File: src/rtl/nps_pkg.sv
package nps_pkg;

  typedef enum logic [1:0] {
    OP_PROG = 2'd0,
    OP_SECT = 2'd1,
    OP_BLK  = 2'd2,
    OP_CHIP = 2'd3
  } nps_op_e;

  typedef enum logic [2:0] {
    BC_IDLE, BC_WSET, BC_WLOW, BC_WHIGH, BC_RGAP, BC_RLOW
  } bc_phase_e;

  typedef enum logic [2:0] {
    S_IDLE, S_WR_GO, S_WR_WAIT, S_RD_GO, S_RD_WAIT, S_RECOVER, S_FIN
  } seq_state_e;

  typedef enum logic [1:0] {
    PH_FIRST, PH_CMP, PH_VER1, PH_VER2
  } poll_phase_e;

  localparam logic [31:0] UNLOCK_A = 32'h0000_5555;
  localparam logic [31:0] UNLOCK_B = 32'h0000_2AAA;

  function automatic int max4(int a, int b, int c, int d);
    int m;
    m = a;
    if (b > m) m = b;
    if (c > m) m = c;
    if (d > m) m = d;
    return m;
  endfunction

  function automatic logic [2:0] seq_len(nps_op_e op);
    return (op == OP_PROG) ? 3'd4 : 3'd6;
  endfunction

  function automatic logic [31:0] step_addr(nps_op_e op, logic [2:0] step,
                                            logic [31:0] uaddr);
    case (step)
      3'd0, 3'd2: return UNLOCK_A;
      3'd1, 3'd4: return UNLOCK_B;
      3'd3:       return (op == OP_PROG) ? uaddr : UNLOCK_A;
      default:    return (op == OP_CHIP) ? UNLOCK_A : uaddr;
    endcase
  endfunction

  function automatic logic [7:0] step_code(nps_op_e op, logic [2:0] step);
    case (step)
      3'd0, 3'd3: return 8'hAA;
      3'd1, 3'd4: return 8'h55;
      3'd2:       return (op == OP_PROG) ? 8'hA0 : 8'h80;
      default: begin
        case (op)
          OP_SECT: return 8'h30;
          OP_BLK:  return 8'h50;
          default: return 8'h10;
        endcase
      end
    endcase
  endfunction

  function automatic logic is_data_step(nps_op_e op, logic [2:0] step);
    return (op == OP_PROG) && (step == 3'd3);
  endfunction

endpackage

File: src/rtl/nps_watchdog.sv
module nps_watchdog #(
  parameter int W = 24
) (
  input  logic         clk,
  input  logic         rst_n,
  input  logic         clear,
  input  logic         run,
  input  logic [W-1:0] limit,
  output logic         expired
);

  logic [W-1:0] cnt;

  assign expired = (cnt >= limit);

  always_ff @(posedge clk or negedge rst_n) begin
    if (!rst_n) begin
      cnt <= '0;
    end else if (clear) begin
      cnt <= '0;
    end else if (run && !expired) begin
      cnt <= cnt + 1'b1;
    end
  end

  // once expired, stays expired until the next clear
  a_r8_expired_sticky: assert property (@(posedge clk) disable iff (!rst_n)
    (expired && !clear) |=> expired);

endmodule

File: src/rtl/nps_bus_cycle.sv
module nps_bus_cycle
  import nps_pkg::*;
#(
  parameter int AW    = 20,
  parameter int DW    = 16,
  parameter int T_WP  = 2,
  parameter int T_WPH = 2,
  parameter int T_OEH = 1,
  parameter int T_RD  = 4
) (
  input  logic          clk,
  input  logic          rst_n,
  input  logic          start,
  input  logic          wr,
  input  logic [AW-1:0] addr,
  input  logic [DW-1:0] wdata,
  output logic          done,
  output logic          rd_bit,
  output logic [AW-1:0] f_addr,
  output logic [DW-1:0] f_dq_out,
  output logic          f_dq_oe,
  input  logic          f_stat_in,
  output logic          f_ce_n,
  output logic          f_oe_n,
  output logic          f_we_n
);

  localparam int TMAX = max4(T_WP, T_WPH, T_OEH, T_RD);
  localparam int CW   = $clog2(TMAX + 1);

  bc_phase_e     ph;
  logic [CW-1:0] cnt;
  logic [CW-1:0] cur_last;
  logic          phase_end;
  logic [AW-1:0] addr_q;
  logic [DW-1:0] data_q;
  logic          rd_q;
  logic          done_q;

  always_comb begin
    case (ph)
      BC_WLOW:  cur_last = CW'(T_WP - 1);
      BC_WHIGH: cur_last = CW'(T_WPH - 1);
      BC_RGAP:  cur_last = CW'(T_OEH - 1);
      BC_RLOW:  cur_last = CW'(T_RD - 1);
      default:  cur_last = '0;
    endcase
  end

  assign phase_end = (cnt == cur_last);

  always_ff @(posedge clk or negedge rst_n) begin
    if (!rst_n) begin
      ph     <= BC_IDLE;
      cnt    <= '0;
      addr_q <= '0;
      data_q <= '0;
      rd_q   <= 1'b0;
      done_q <= 1'b0;
    end else begin
      done_q <= 1'b0;
      case (ph)
        BC_IDLE: begin
          if (start) begin
            addr_q <= addr;
            data_q <= wdata;
            cnt    <= '0;
            ph     <= wr ? BC_WSET : BC_RGAP;
          end
        end
        BC_WSET: begin
          cnt <= '0;
          ph  <= BC_WLOW;
        end
        BC_WLOW, BC_WHIGH, BC_RGAP: begin
          if (phase_end) begin
            cnt <= '0;
            if (ph == BC_WLOW) begin
              ph <= BC_WHIGH;
            end else if (ph == BC_RGAP) begin
              ph <= BC_RLOW;
            end else begin
              ph     <= BC_IDLE;
              done_q <= 1'b1;
            end
          end else begin
            cnt <= cnt + 1'b1;
          end
        end
        BC_RLOW: begin
          if (phase_end) begin
            rd_q   <= f_stat_in;
            done_q <= 1'b1;
            cnt    <= '0;
            ph     <= BC_IDLE;
          end else begin
            cnt <= cnt + 1'b1;
          end
        end
        default: ph <= BC_IDLE;
      endcase
    end
  end

  assign done     = done_q;
  assign rd_bit   = rd_q;
  assign f_addr   = addr_q;
  assign f_dq_out = data_q;
  assign f_ce_n   = (ph == BC_IDLE);
  assign f_we_n   = (ph != BC_WLOW);
  assign f_oe_n   = (ph != BC_RLOW);
  assign f_dq_oe  = (ph == BC_WSET) || (ph == BC_WLOW) || (ph == BC_WHIGH);

  // write and read strobes never overlap
  a_r3_no_we_oe_overlap: assert property (@(posedge clk) disable iff (!rst_n)
    !(!f_we_n && !f_oe_n));

  // the write pulse happens with the chip selected and the data driven
  a_r3_we_with_drive: assert property (@(posedge clk) disable iff (!rst_n)
    !f_we_n |-> (f_dq_oe && !f_ce_n));

  // address and data hold steady through a write pulse
  a_r3_we_low_stable: assert property (@(posedge clk) disable iff (!rst_n)
    (!f_we_n && $past(!f_we_n)) |-> ($stable(f_addr) && $stable(f_dq_out)));

  // the driver was already off in the cycle before output enable falls
  a_r4_read_gap: assert property (@(posedge clk) disable iff (!rst_n)
    $fell(f_oe_n) |-> (!$past(f_dq_oe) && $past(f_we_n)));

endmodule

File: src/rtl/nor_pe_sequencer.sv
module nor_pe_sequencer
  import nps_pkg::*;
#(
  parameter int AW           = 20,
  parameter int DW           = 16,
  parameter int T_WP         = 2,
  parameter int T_WPH        = 2,
  parameter int T_OEH        = 1,
  parameter int T_RD         = 4,
  parameter int T_BR         = 50,
  parameter int WD_W         = 24,
  parameter int PROG_TIMEOUT = 2000,
  parameter int SECT_TIMEOUT = 1500000,
  parameter int BLK_TIMEOUT  = 1500000,
  parameter int CHIP_TIMEOUT = 6000000
) (
  input  logic          clk,
  input  logic          rst_n,
  input  logic          req_valid,
  input  logic [1:0]    req_op,
  input  logic [AW-1:0] req_addr,
  input  logic [DW-1:0] req_data,
  output logic          busy,
  output logic          done,
  output logic          err,
  output logic [AW-1:0] flash_addr,
  output logic [DW-1:0] flash_dq_out,
  output logic          flash_dq_oe,
  input  logic          flash_stat_in,
  output logic          flash_ce_n,
  output logic          flash_oe_n,
  output logic          flash_we_n
);

  localparam int BRW = $clog2(T_BR + 1) + 1;

  seq_state_e    st;
  poll_phase_e   phase;
  nps_op_e       op_q;
  logic [AW-1:0] addr_q;
  logic [DW-1:0] data_q;
  logic [2:0]    step;
  logic          prev_bit;
  logic [BRW-1:0] br_cnt;
  logic          fail_q;

  logic          cyc_start, cyc_wr, cyc_done, cyc_bit;
  logic [AW-1:0] cyc_addr;
  logic [DW-1:0] cyc_data;
  logic          last_step, poll_match, accept;
  logic          wd_clear, wd_run, wd_expired;
  logic [WD_W-1:0] wd_limit;

  assign accept     = (st == S_IDLE) && req_valid;
  assign last_step  = (step == seq_len(op_q) - 3'd1);
  assign poll_match = (cyc_bit == prev_bit);
  assign cyc_start  = (st == S_WR_GO) || (st == S_RD_GO);
  assign cyc_wr     = (st == S_WR_GO);
  assign cyc_addr   = AW'(step_addr(op_q, step, 32'(addr_q)));
  assign cyc_data   = is_data_step(op_q, step) ? data_q
                                               : DW'(step_code(op_q, step));
  assign wd_clear   = (st == S_WR_WAIT) && cyc_done && last_step;
  assign wd_run     = (st == S_RD_GO) || (st == S_RD_WAIT);

  always_comb begin
    case (op_q)
      OP_PROG: wd_limit = WD_W'(PROG_TIMEOUT);
      OP_SECT: wd_limit = WD_W'(SECT_TIMEOUT);
      OP_BLK:  wd_limit = WD_W'(BLK_TIMEOUT);
      default: wd_limit = WD_W'(CHIP_TIMEOUT);
    endcase
  end

  always_ff @(posedge clk or negedge rst_n) begin
    if (!rst_n) begin
      st       <= S_IDLE;
      phase    <= PH_FIRST;
      op_q     <= OP_PROG;
      addr_q   <= '0;
      data_q   <= '0;
      step     <= '0;
      prev_bit <= 1'b0;
      br_cnt   <= '0;
      fail_q   <= 1'b0;
    end else begin
      case (st)
        S_IDLE: begin
          if (req_valid) begin
            op_q   <= nps_op_e'(req_op);
            addr_q <= req_addr;
            data_q <= req_data;
            step   <= '0;
            fail_q <= 1'b0;
            st     <= S_WR_GO;
          end
        end
        S_WR_GO: st <= S_WR_WAIT;
        S_WR_WAIT: begin
          if (cyc_done) begin
            if (last_step) begin
              phase <= PH_FIRST;
              st    <= S_RD_GO;
            end else begin
              step <= step + 3'd1;
              st   <= S_WR_GO;
            end
          end
        end
        S_RD_GO: st <= S_RD_WAIT;
        S_RD_WAIT: begin
          if (cyc_done) begin
            if (wd_expired) begin
              fail_q <= 1'b1;
              st     <= S_FIN;
            end else begin
              prev_bit <= cyc_bit;
              st       <= S_RD_GO;
              case (phase)
                PH_FIRST: phase <= PH_CMP;
                PH_CMP:   if (poll_match) phase <= PH_VER1;
                PH_VER1:  phase <= poll_match ? PH_VER2 : PH_CMP;
                default: begin
                  if (poll_match) begin
                    br_cnt <= '0;
                    st     <= S_RECOVER;
                  end else begin
                    phase <= PH_CMP;
                  end
                end
              endcase
            end
          end
        end
        S_RECOVER: begin
          if (br_cnt == BRW'(T_BR - 1)) st <= S_FIN;
          else br_cnt <= br_cnt + 1'b1;
        end
        default: st <= S_IDLE;
      endcase
    end
  end

  assign busy = (st != S_IDLE) && (st != S_FIN);
  assign done = (st == S_FIN) && !fail_q;
  assign err  = (st == S_FIN) && fail_q;

  nps_bus_cycle #(
    .AW(AW), .DW(DW), .T_WP(T_WP), .T_WPH(T_WPH), .T_OEH(T_OEH), .T_RD(T_RD)
  ) u_bus (
    .clk       (clk),
    .rst_n     (rst_n),
    .start     (cyc_start),
    .wr        (cyc_wr),
    .addr      (cyc_addr),
    .wdata     (cyc_data),
    .done      (cyc_done),
    .rd_bit    (cyc_bit),
    .f_addr    (flash_addr),
    .f_dq_out  (flash_dq_out),
    .f_dq_oe   (flash_dq_oe),
    .f_stat_in (flash_stat_in),
    .f_ce_n    (flash_ce_n),
    .f_oe_n    (flash_oe_n),
    .f_we_n    (flash_we_n)
  );

  nps_watchdog #(.W(WD_W)) u_wd (
    .clk     (clk),
    .rst_n   (rst_n),
    .clear   (wd_clear),
    .run     (wd_run),
    .limit   (wd_limit),
    .expired (wd_expired)
  );

  // cycles with output enable high since the last read, for the R7 check
  logic [BRW:0] oe_quiet;
  always_ff @(posedge clk or negedge rst_n) begin
    if (!rst_n) oe_quiet <= '0;
    else if (!flash_oe_n) oe_quiet <= '0;
    else if (oe_quiet != {(BRW+1){1'b1}}) oe_quiet <= oe_quiet + 1'b1;
  end

  a_r7_recover_gap: assert property (@(posedge clk) disable iff (!rst_n)
    done |-> (oe_quiet >= (BRW+1)'(T_BR)));

  a_r9_accept_busy: assert property (@(posedge clk) disable iff (!rst_n)
    accept |=> busy);

  a_r9_end_not_busy: assert property (@(posedge clk) disable iff (!rst_n)
    (done || err) |-> !busy);

  a_r8_done_err_excl: assert property (@(posedge clk) disable iff (!rst_n)
    !(done && err));

  // an error is only reported once the watchdog has run out
  a_r8_err_needs_expiry: assert property (@(posedge clk) disable iff (!rst_n)
    $rose(err) |-> $past(wd_expired));

endmodule

File: config.mk
export PLATFORM = sky130hd
export DESIGN_NAME = nor_pe_sequencer
export DESIGN_NICKNAME = d
export VERILOG_FILES = /design/src/rtl/nps_pkg.sv /design/src/rtl/nps_watchdog.sv /design/src/rtl/nps_bus_cycle.sv /design/src/rtl/nor_pe_sequencer.sv
export SDC_FILE = /design/constraint.sdc
export NUM_CORES = 1
export LEC_CHECK = 0
export BUFFER_PORTS_ARGS = -buffer_cell sky130_fd_sc_hd__buf_2
export CAP_MARGIN = 20
export CORE_MARGIN = 2
export CORE_UTILIZATION = 50
export DETAILED_ROUTE_END_ITERATION = 8
export PLACE_DENSITY = 0.73
export RECOVER_POWER = 100
export SETUP_SLACK_MARGIN = 0.05
export SYNTH_ARGS = -nofsm -noshare
export SYNTH_HDL_FRONTEND = slang
export SYNTH_SLANG_ARGS = --single-unit
File: constraint.sdc
create_clock -name clk -period 3.4 [get_ports clk]
set_input_delay 0 -clock clk [delete_from_list [all_inputs] [get_ports clk]]
set_output_delay 0 -clock clk [all_outputs]
set_load 0.005 [all_outputs]
Word-level counts from Yosys, hierarchy flattened --
Cells that the tools add are included.
Storage, ports and cells: output and inout bits 43, word-level logic and storage cells 169, input bits 42, bits in registers 123
Operators by class: magnitude comparators 1, muxes and demuxes 59, eq/ne operators 43, reductions and logical operators 44, add/sub/neg operators 5, bitwise logic cells 1
Operator list (number):
- 20-bit one-hot mux with 3 select lines | 1
- 3-bit 2-to-1 mux | 18
- 24-bit 2-to-1 mux | 2
- 23-bit one-hot mux with 2 select lines | 1
- 20-bit 2-to-1 mux | 2
- 7-bit 2-to-1 mux | 5
- 7-bit one-hot mux with 2 select lines | 2
- 24-bit by 1-bit adder with 24-bit output (second input constant) | 1
- 24-bit by 23-bit >= comparator with 1-bit output | 1
- 8-bit one-hot mux with 3 select lines | 1
- 3-bit by 2-bit equality test with 1-bit output (second input constant) | 6
- 3-bit equality test (second input constant) | 6
- 2-bit 2-to-1 mux | 9
- 3-bit one-hot mux with 6 select lines | 1
- 16-bit 2-to-1 mux | 1
- 2-bit inequality test (second input constant) | 8
- 2-bit by 1-bit inequality test with 1-bit output (second input constant) | 6
- 3-bit one-hot mux with 4 select lines | 1
- 4-bit AND reduction | 3
- 2-bit nonzero test | 5
- 2-bit OR reduction | 5
- 3-bit by 1-bit equality test with 1-bit output (second input constant) | 3
- 3-bit logical NOT | 3
- 3-bit inequality test (second input constant) | 3
- other kinds (30) | 59

Logic depth before layout (Yosys ltp) --
word-level depth 8, gate-level depth with buffers 13, mapped depth without buffers 10

Cells and area by module --
From an unflattened synthesis, not the netlist that was laid out.
Second synthesis, totals: cell total of the unflattened synthesis 656, area total of the unflattened synthesis 7145.6 um^2
Modules (own cells, without submodules):
- nor_pe_sequencer | cells each 299, instances 1, sequential area each 1376.3 um^2, area each 3179.3 um^2
- nps_watchdog | cells each 233, instances 1, sequential area each 600.6 um^2, area each 1984.4 um^2
- nps_bus_cycle | cells each 124, instances 1, sequential area each 1101.1 um^2, area each 1981.9 um^2

Worst setup path after synthesis --
No wires, ideal clock.
path type register to register, start register op_q[0], end register phase[0], data required time 3279 ps, cell stages (with the launch flop) 13, setup slack 667 ps, library setup time 121 ps, buffers on the path 2, arrival 2612 ps, clock period less this slack 2733 ps, cell sequence dfrtp_1 inv_1 ha_1 buf_6 inv_1 ha_1 and4b_1 nor3_1 o21ai_1 o221a_2 buf_2 o32a_1 a22o_1
Between the ends: cells in the longest elaborated chain, start to end 6, elaborated cells on any way between the ends 12, classes of those cells add/sub: 1; order compare: 1; eq/ne: 5; mux: 2; reduce/logical: 3
RTL lines:
- from (decl) | RTL line nor_pe_sequencer.sv:39 | nps_op_e op_q;
- from (signal assigned) | RTL line nor_pe_sequencer.sv:89 | op_q <= nps_op_e'(req_op);
- 2-bit equality test (tied with other cells) | RTL line nor_pe_sequencer.sv:66 | case (op_q)
- 2-bit OR reduction (no line) or 2-bit 2-to-1 mux (tied branches)
- 23-bit one-hot mux with 2 select lines or 3-bit by 1-bit subtractor with 3-bit output (tied branches) | RTL line nor_pe_sequencer.sv:66, nor_pe_sequencer.sv:55
- 24-bit by 23-bit >= comparator with 1-bit output or 3-bit equality test (tied branches) | RTL line nps_watchdog.sv:14, nor_pe_sequencer.sv:55
- 2-bit inequality test (no line)
- 7-bit AND reduction (no line) *
- to (signal assigned) | RTL line nor_pe_sequencer.sv:121 | PH_VER1: phase <= poll_match ? PH_VER2 : PH_CMP;
- to (decl) | RTL line nor_pe_sequencer.sv:38 | poll_phase_e phase;
Mark *: on every way between the ends. The rest lies on a longest branch, timed or not. A chain may end at the register's enable or synchronous reset.

Worst setup path after layout --
start register op_q[0], end register u_wd.cnt[12]
Between the ends: cells in the longest elaborated chain, start to end 7, elaborated cells on any way between the ends 14, classes of those cells add/sub: 1; order compare: 1; eq/ne: 3; mux: 3; reduce/logical: 6
RTL lines:
- 2-bit equality test or 2-bit by 1-bit equality test with 1-bit output (tied branches) | RTL line nor_pe_sequencer.sv:66
- 2-bit OR reduction (no line)
- 23-bit one-hot mux with 2 select lines | RTL line nor_pe_sequencer.sv:66
- 24-bit by 23-bit >= comparator with 1-bit output | RTL line nps_watchdog.sv:14 | assign expired = (cnt >= limit);
- 1-bit logical NOT | RTL line nps_watchdog.sv:21 | end else if (run && !expired) begin
- 1-bit logical AND | RTL line nps_watchdog.sv:21
- 2-bit nonzero test (no line)
- to (signal assigned) | RTL line nps_watchdog.sv:22 | cnt <= cnt + 1'b1;
- to (decl) | RTL line nps_watchdog.sv:12 | logic [W-1:0] cnt;
Parallel ways exist; a longest one is shown, timed or not.

==> impl_results.md <==
* ANT nets after route at 0
* Period minus WS final at between 3 and 4 ns
* Yosys reg bits at between 100 and 150
* Synth Area in XOR/XNOR at under 10%
* Area fraction of the dominant cell type after synthesis at a little under half
* Synthesized instance count at a little under 700
* Antenna violations before repair at 0
* Max_slew headroom at between 4 and 5%
* Synth Area in Compound Gates at ~15%
* Initial DRC count at about 520
* VDD IR-drop max at 0.339 mV
* Clk_lat worst skew at between 0.4 and 0.5 ns
* Post-Syn Area at approximately 6600 um2
* Post-Place Cells at between 900 and 1k
* Antenna cell count at 0
* CTS clk-pin slew, worst paths at about 0.060 ns
* CTS Buffer Depth at 2
* CTS buffer count at 17
* Share of post-route cells with drive strength above 1 at a little under a fifth
* PD cells at roughly 770 nW/um2
* Final Hold Vio Count at 0
* Top cell type by total area after synthesis: dfrtp_1
* Slew Viols, Final at 0
* Gr ovfl total at 0
* Core Footprint at approximately 13000 um2
* Fin cells at around 1000
* DIE WIDTH at 119 um
* Setup bufs post-CTS at 0
* RSZ-0062 raised after global routing: false
* Count of different cell masters after synthesis at 62
* Synth top area cells: dfrtp_1, mux2_2, nand2_1
* Setup tns final at 0 ns
* DRC errors left at 0
* Leak at approximately 3.6 nW
* First-pass GRT wire length at around 28000 um
* Number of global-route vias before repair at approximately 5.6k
* Multiplexer share of the synthesized area at 8.44%
* CTS tree: yes
* Period utilisation layout at 89.4%
* Pre-antenna DRT Iters at 5
* Die Ht at 119 um
* Detail Placement HPWL at roughly 11000 um
* Ys async rst share at 100%
* CP Launch Type: flip-flop
* Total wire length at about 17000 um
* Layout Area Growth over Synthesis at 21.8%
* Wire per inst at 17.3 um
* Max Cap Viol at 0
* Largest family of logic cells by synthesized area: simple AND/OR/NAND/NOR gates
* Placer congestion estimate at 0.883
* Post-Synth Adder-Cell Area at between 5 and 6%
* Worst Path Arrival at approximately 3.4 ns
* Fmax at ~0.33 GHz
* Status: finished, final reports clean
* FP Rows at 42
* Endpoints failing setup at 0
* Layout Skew at just over 0.006 ns
* Initial Util at between 50% and 60%
* Power after layout at just over 6 mW
* Synth Area in Simple Gates at a little under a fifth
* Clock H-tree levels at 4
* Maximum number of pins on one net before global-route repair at 59
* Die ar. at between 10000 and 15000 um2
* Root buf cell: clkbuf_16
* Max Fanout on Critical Path at 36
* Total of warnings raised by yosys at 0
* Worst EP required at around 3.7 ns
* Fin nets at 864
* Seq/Total Area, Yosys at 46.4%
* I/O Pins at 85
* Synthesized area per cell at roughly 9.8 um2
* Worst slew pin tran at around 1.4 ns
* Worst hold path class: input port to flip-flop
* CP Capture Type: flip-flop
* Clock sink total at about 120
* Vias after detailed routing at between 5k and 6k
* Via density at 5.79
* Tightest hold margin at roughly 0.076 ns
* Number of synthesized flops with an enable pin at 0
* Critical path class: flip-flop to flip-flop
* Ys flop type: dfrtp_1
* Syn Nets at 752
* GRT Overall Usage at 24.8%
* # port buffers at 84
==> metal layers <==
layer / vias to the layer above / share of wire [%] / track usage [%]
met5: - / 0 / 0
met4: 0 / 3.3 / 11.4
met3: 43 / 5.2 / 6.03
met2: 178 / 50 / 41.2
met1: 2773 / 42 / 30.4
li1: 2683 / - / -
==> cell usage in the layout, fill, tap and decap left out, types with 7 or more instances in the layout <==
cell type	count
dlygate4sd3_1	40
a21oi_1	22
buf_2	57
o21ai_0	55
clkbuf_16	17
ha_1	30
o31ai_1	15
nand3_1	21
nand2b_1	11
xnor2_1	8
nand2_1	106
or4_1	8
dfrtp_1	123
nand4_1	11
clkbuf_1	28
inv_1	25
nor3_1	11
mux2_2	39
mux2i_1	11
nor2_1	30
nor4_1	7
==> registers in the layout, summed over array words and instances (netlist names) <==
name and cells:
u_bus.rd_bit 1, u_bus.done 1, step 3, data_q 16
prev_bit 1, addr_q 20, fail_q 1, op_q 2
u_bus.f_addr 20, br_cnt 7, u_bus.cnt 3, st 3
phase 2, u_bus.ph 3, u_wd.cnt 24, u_bus.f_dq_out 16
==> critical path: stages (launching register included) <==
cell and delay [ns]:
dfrtp_1 0.41, ha_1 0.30, inv_1 0.22, ha_1 0.31, a311oi_2 0.27, nand2_1 0.12
o2111ai_1 0.29, o21ai_2 0.07, buf_4 0.25, or4_1 0.54, a21oi_1 0.17
==> kinds of logic after synthesis <==
kind of cell | count (synthesis)
AOI/OAI and AO/OA | 155
xor gates and xnor gates | 10
adders and majority gates | 31
buffers and inverters | 65
DFF | 123
muxes | 51
and+or+nand+nor | 244
==> worst paths after layout <==
kind,startpoint,depth (start not counted),slack (ns),to
min,req_valid,3,0.08,fail_q
max reg2reg,op_q[0],10,0.36,u_wd.cnt[12]
max in group asynchronous,rst_n,3,1.38,addr_q[12]
min reg2reg,u_bus.f_addr[7],2,0.48,u_bus.f_addr[7]
min in group asynchronous,rst_n,2,0.45,br_cnt[2]
max,op_q[0],10,0.36,u_wd.cnt[12]
==> power by group <==
part	leakage [nW]	total, mW	internal [mW]	switching, mW
combinational	1.72	2.13	0.959	1.17
clock	0.273	1.73	1.05	0.683
sequential	1.57	2.37	1.96	0.403
==> cells in the mapped netlist, types with 3 or more instances <==
cell	count
o41ai_1	5
and4_1	4
mux2_2	39
o211ai_1	4
clkbuf_1	18
o21ai_1	3
nand2_1	106
o311ai_0	3
buf_2	14
buf_4	3
nor4_1	7
a21o_1	6
a31oi_1	6
and2_1	6
o311ai_1	5
o21a_1	4
xnor2_1	8
inv_1	25
nand3_1	21
nand4_1	11
dfrtp_1	123
o22ai_1	5
nor2b_1	6
o2111ai_1	3
buf_6	3
o21ai_0	55
nor2_1	30
o31ai_1	15
nor3_1	11
nand2b_1	11
a41o_1	3
or4_1	8
a21oi_1	22
nor4b_1	3
and3_1	4
or3_1	5
mux2i_1	11
ha_1	31
==> what timing repair did <==
action | 4_1_cts | 5_1_grt
hold endpoints to repair | 95 | 0
hold buffers | 40 | 0
resized for setup | 0 | 3
setup endpoints to repair | 0 | 22
==> cell type report <==
cell class                      count  area, um2
Clock buffer                       20        457
Clock inverter                     12        115
Tap cell                          176        220
Inverter                           25       93.8
Fill cell                        1037       5000
Multi-Input combinational cell    491       3280
Sequential cell                   123       3080
Timing Repair Buffer              133        842
==> through the flow <==
stage | utilization [%] | worst slack (ns) | instance area [um2]
after floorplan | - | 0.667 | 6640
after global placement | 54.7 | 0.310 | 7160
after detailed placement | 54.7 | 0.209 | 7160
after CTS | 62.1 | 0.190 | 8130
after global routing | 61.8 | 0.0991 | 8090
final | 61.8 | 0.361 | 8090
No activity file was read; power rests on OpenSTA's default activity.
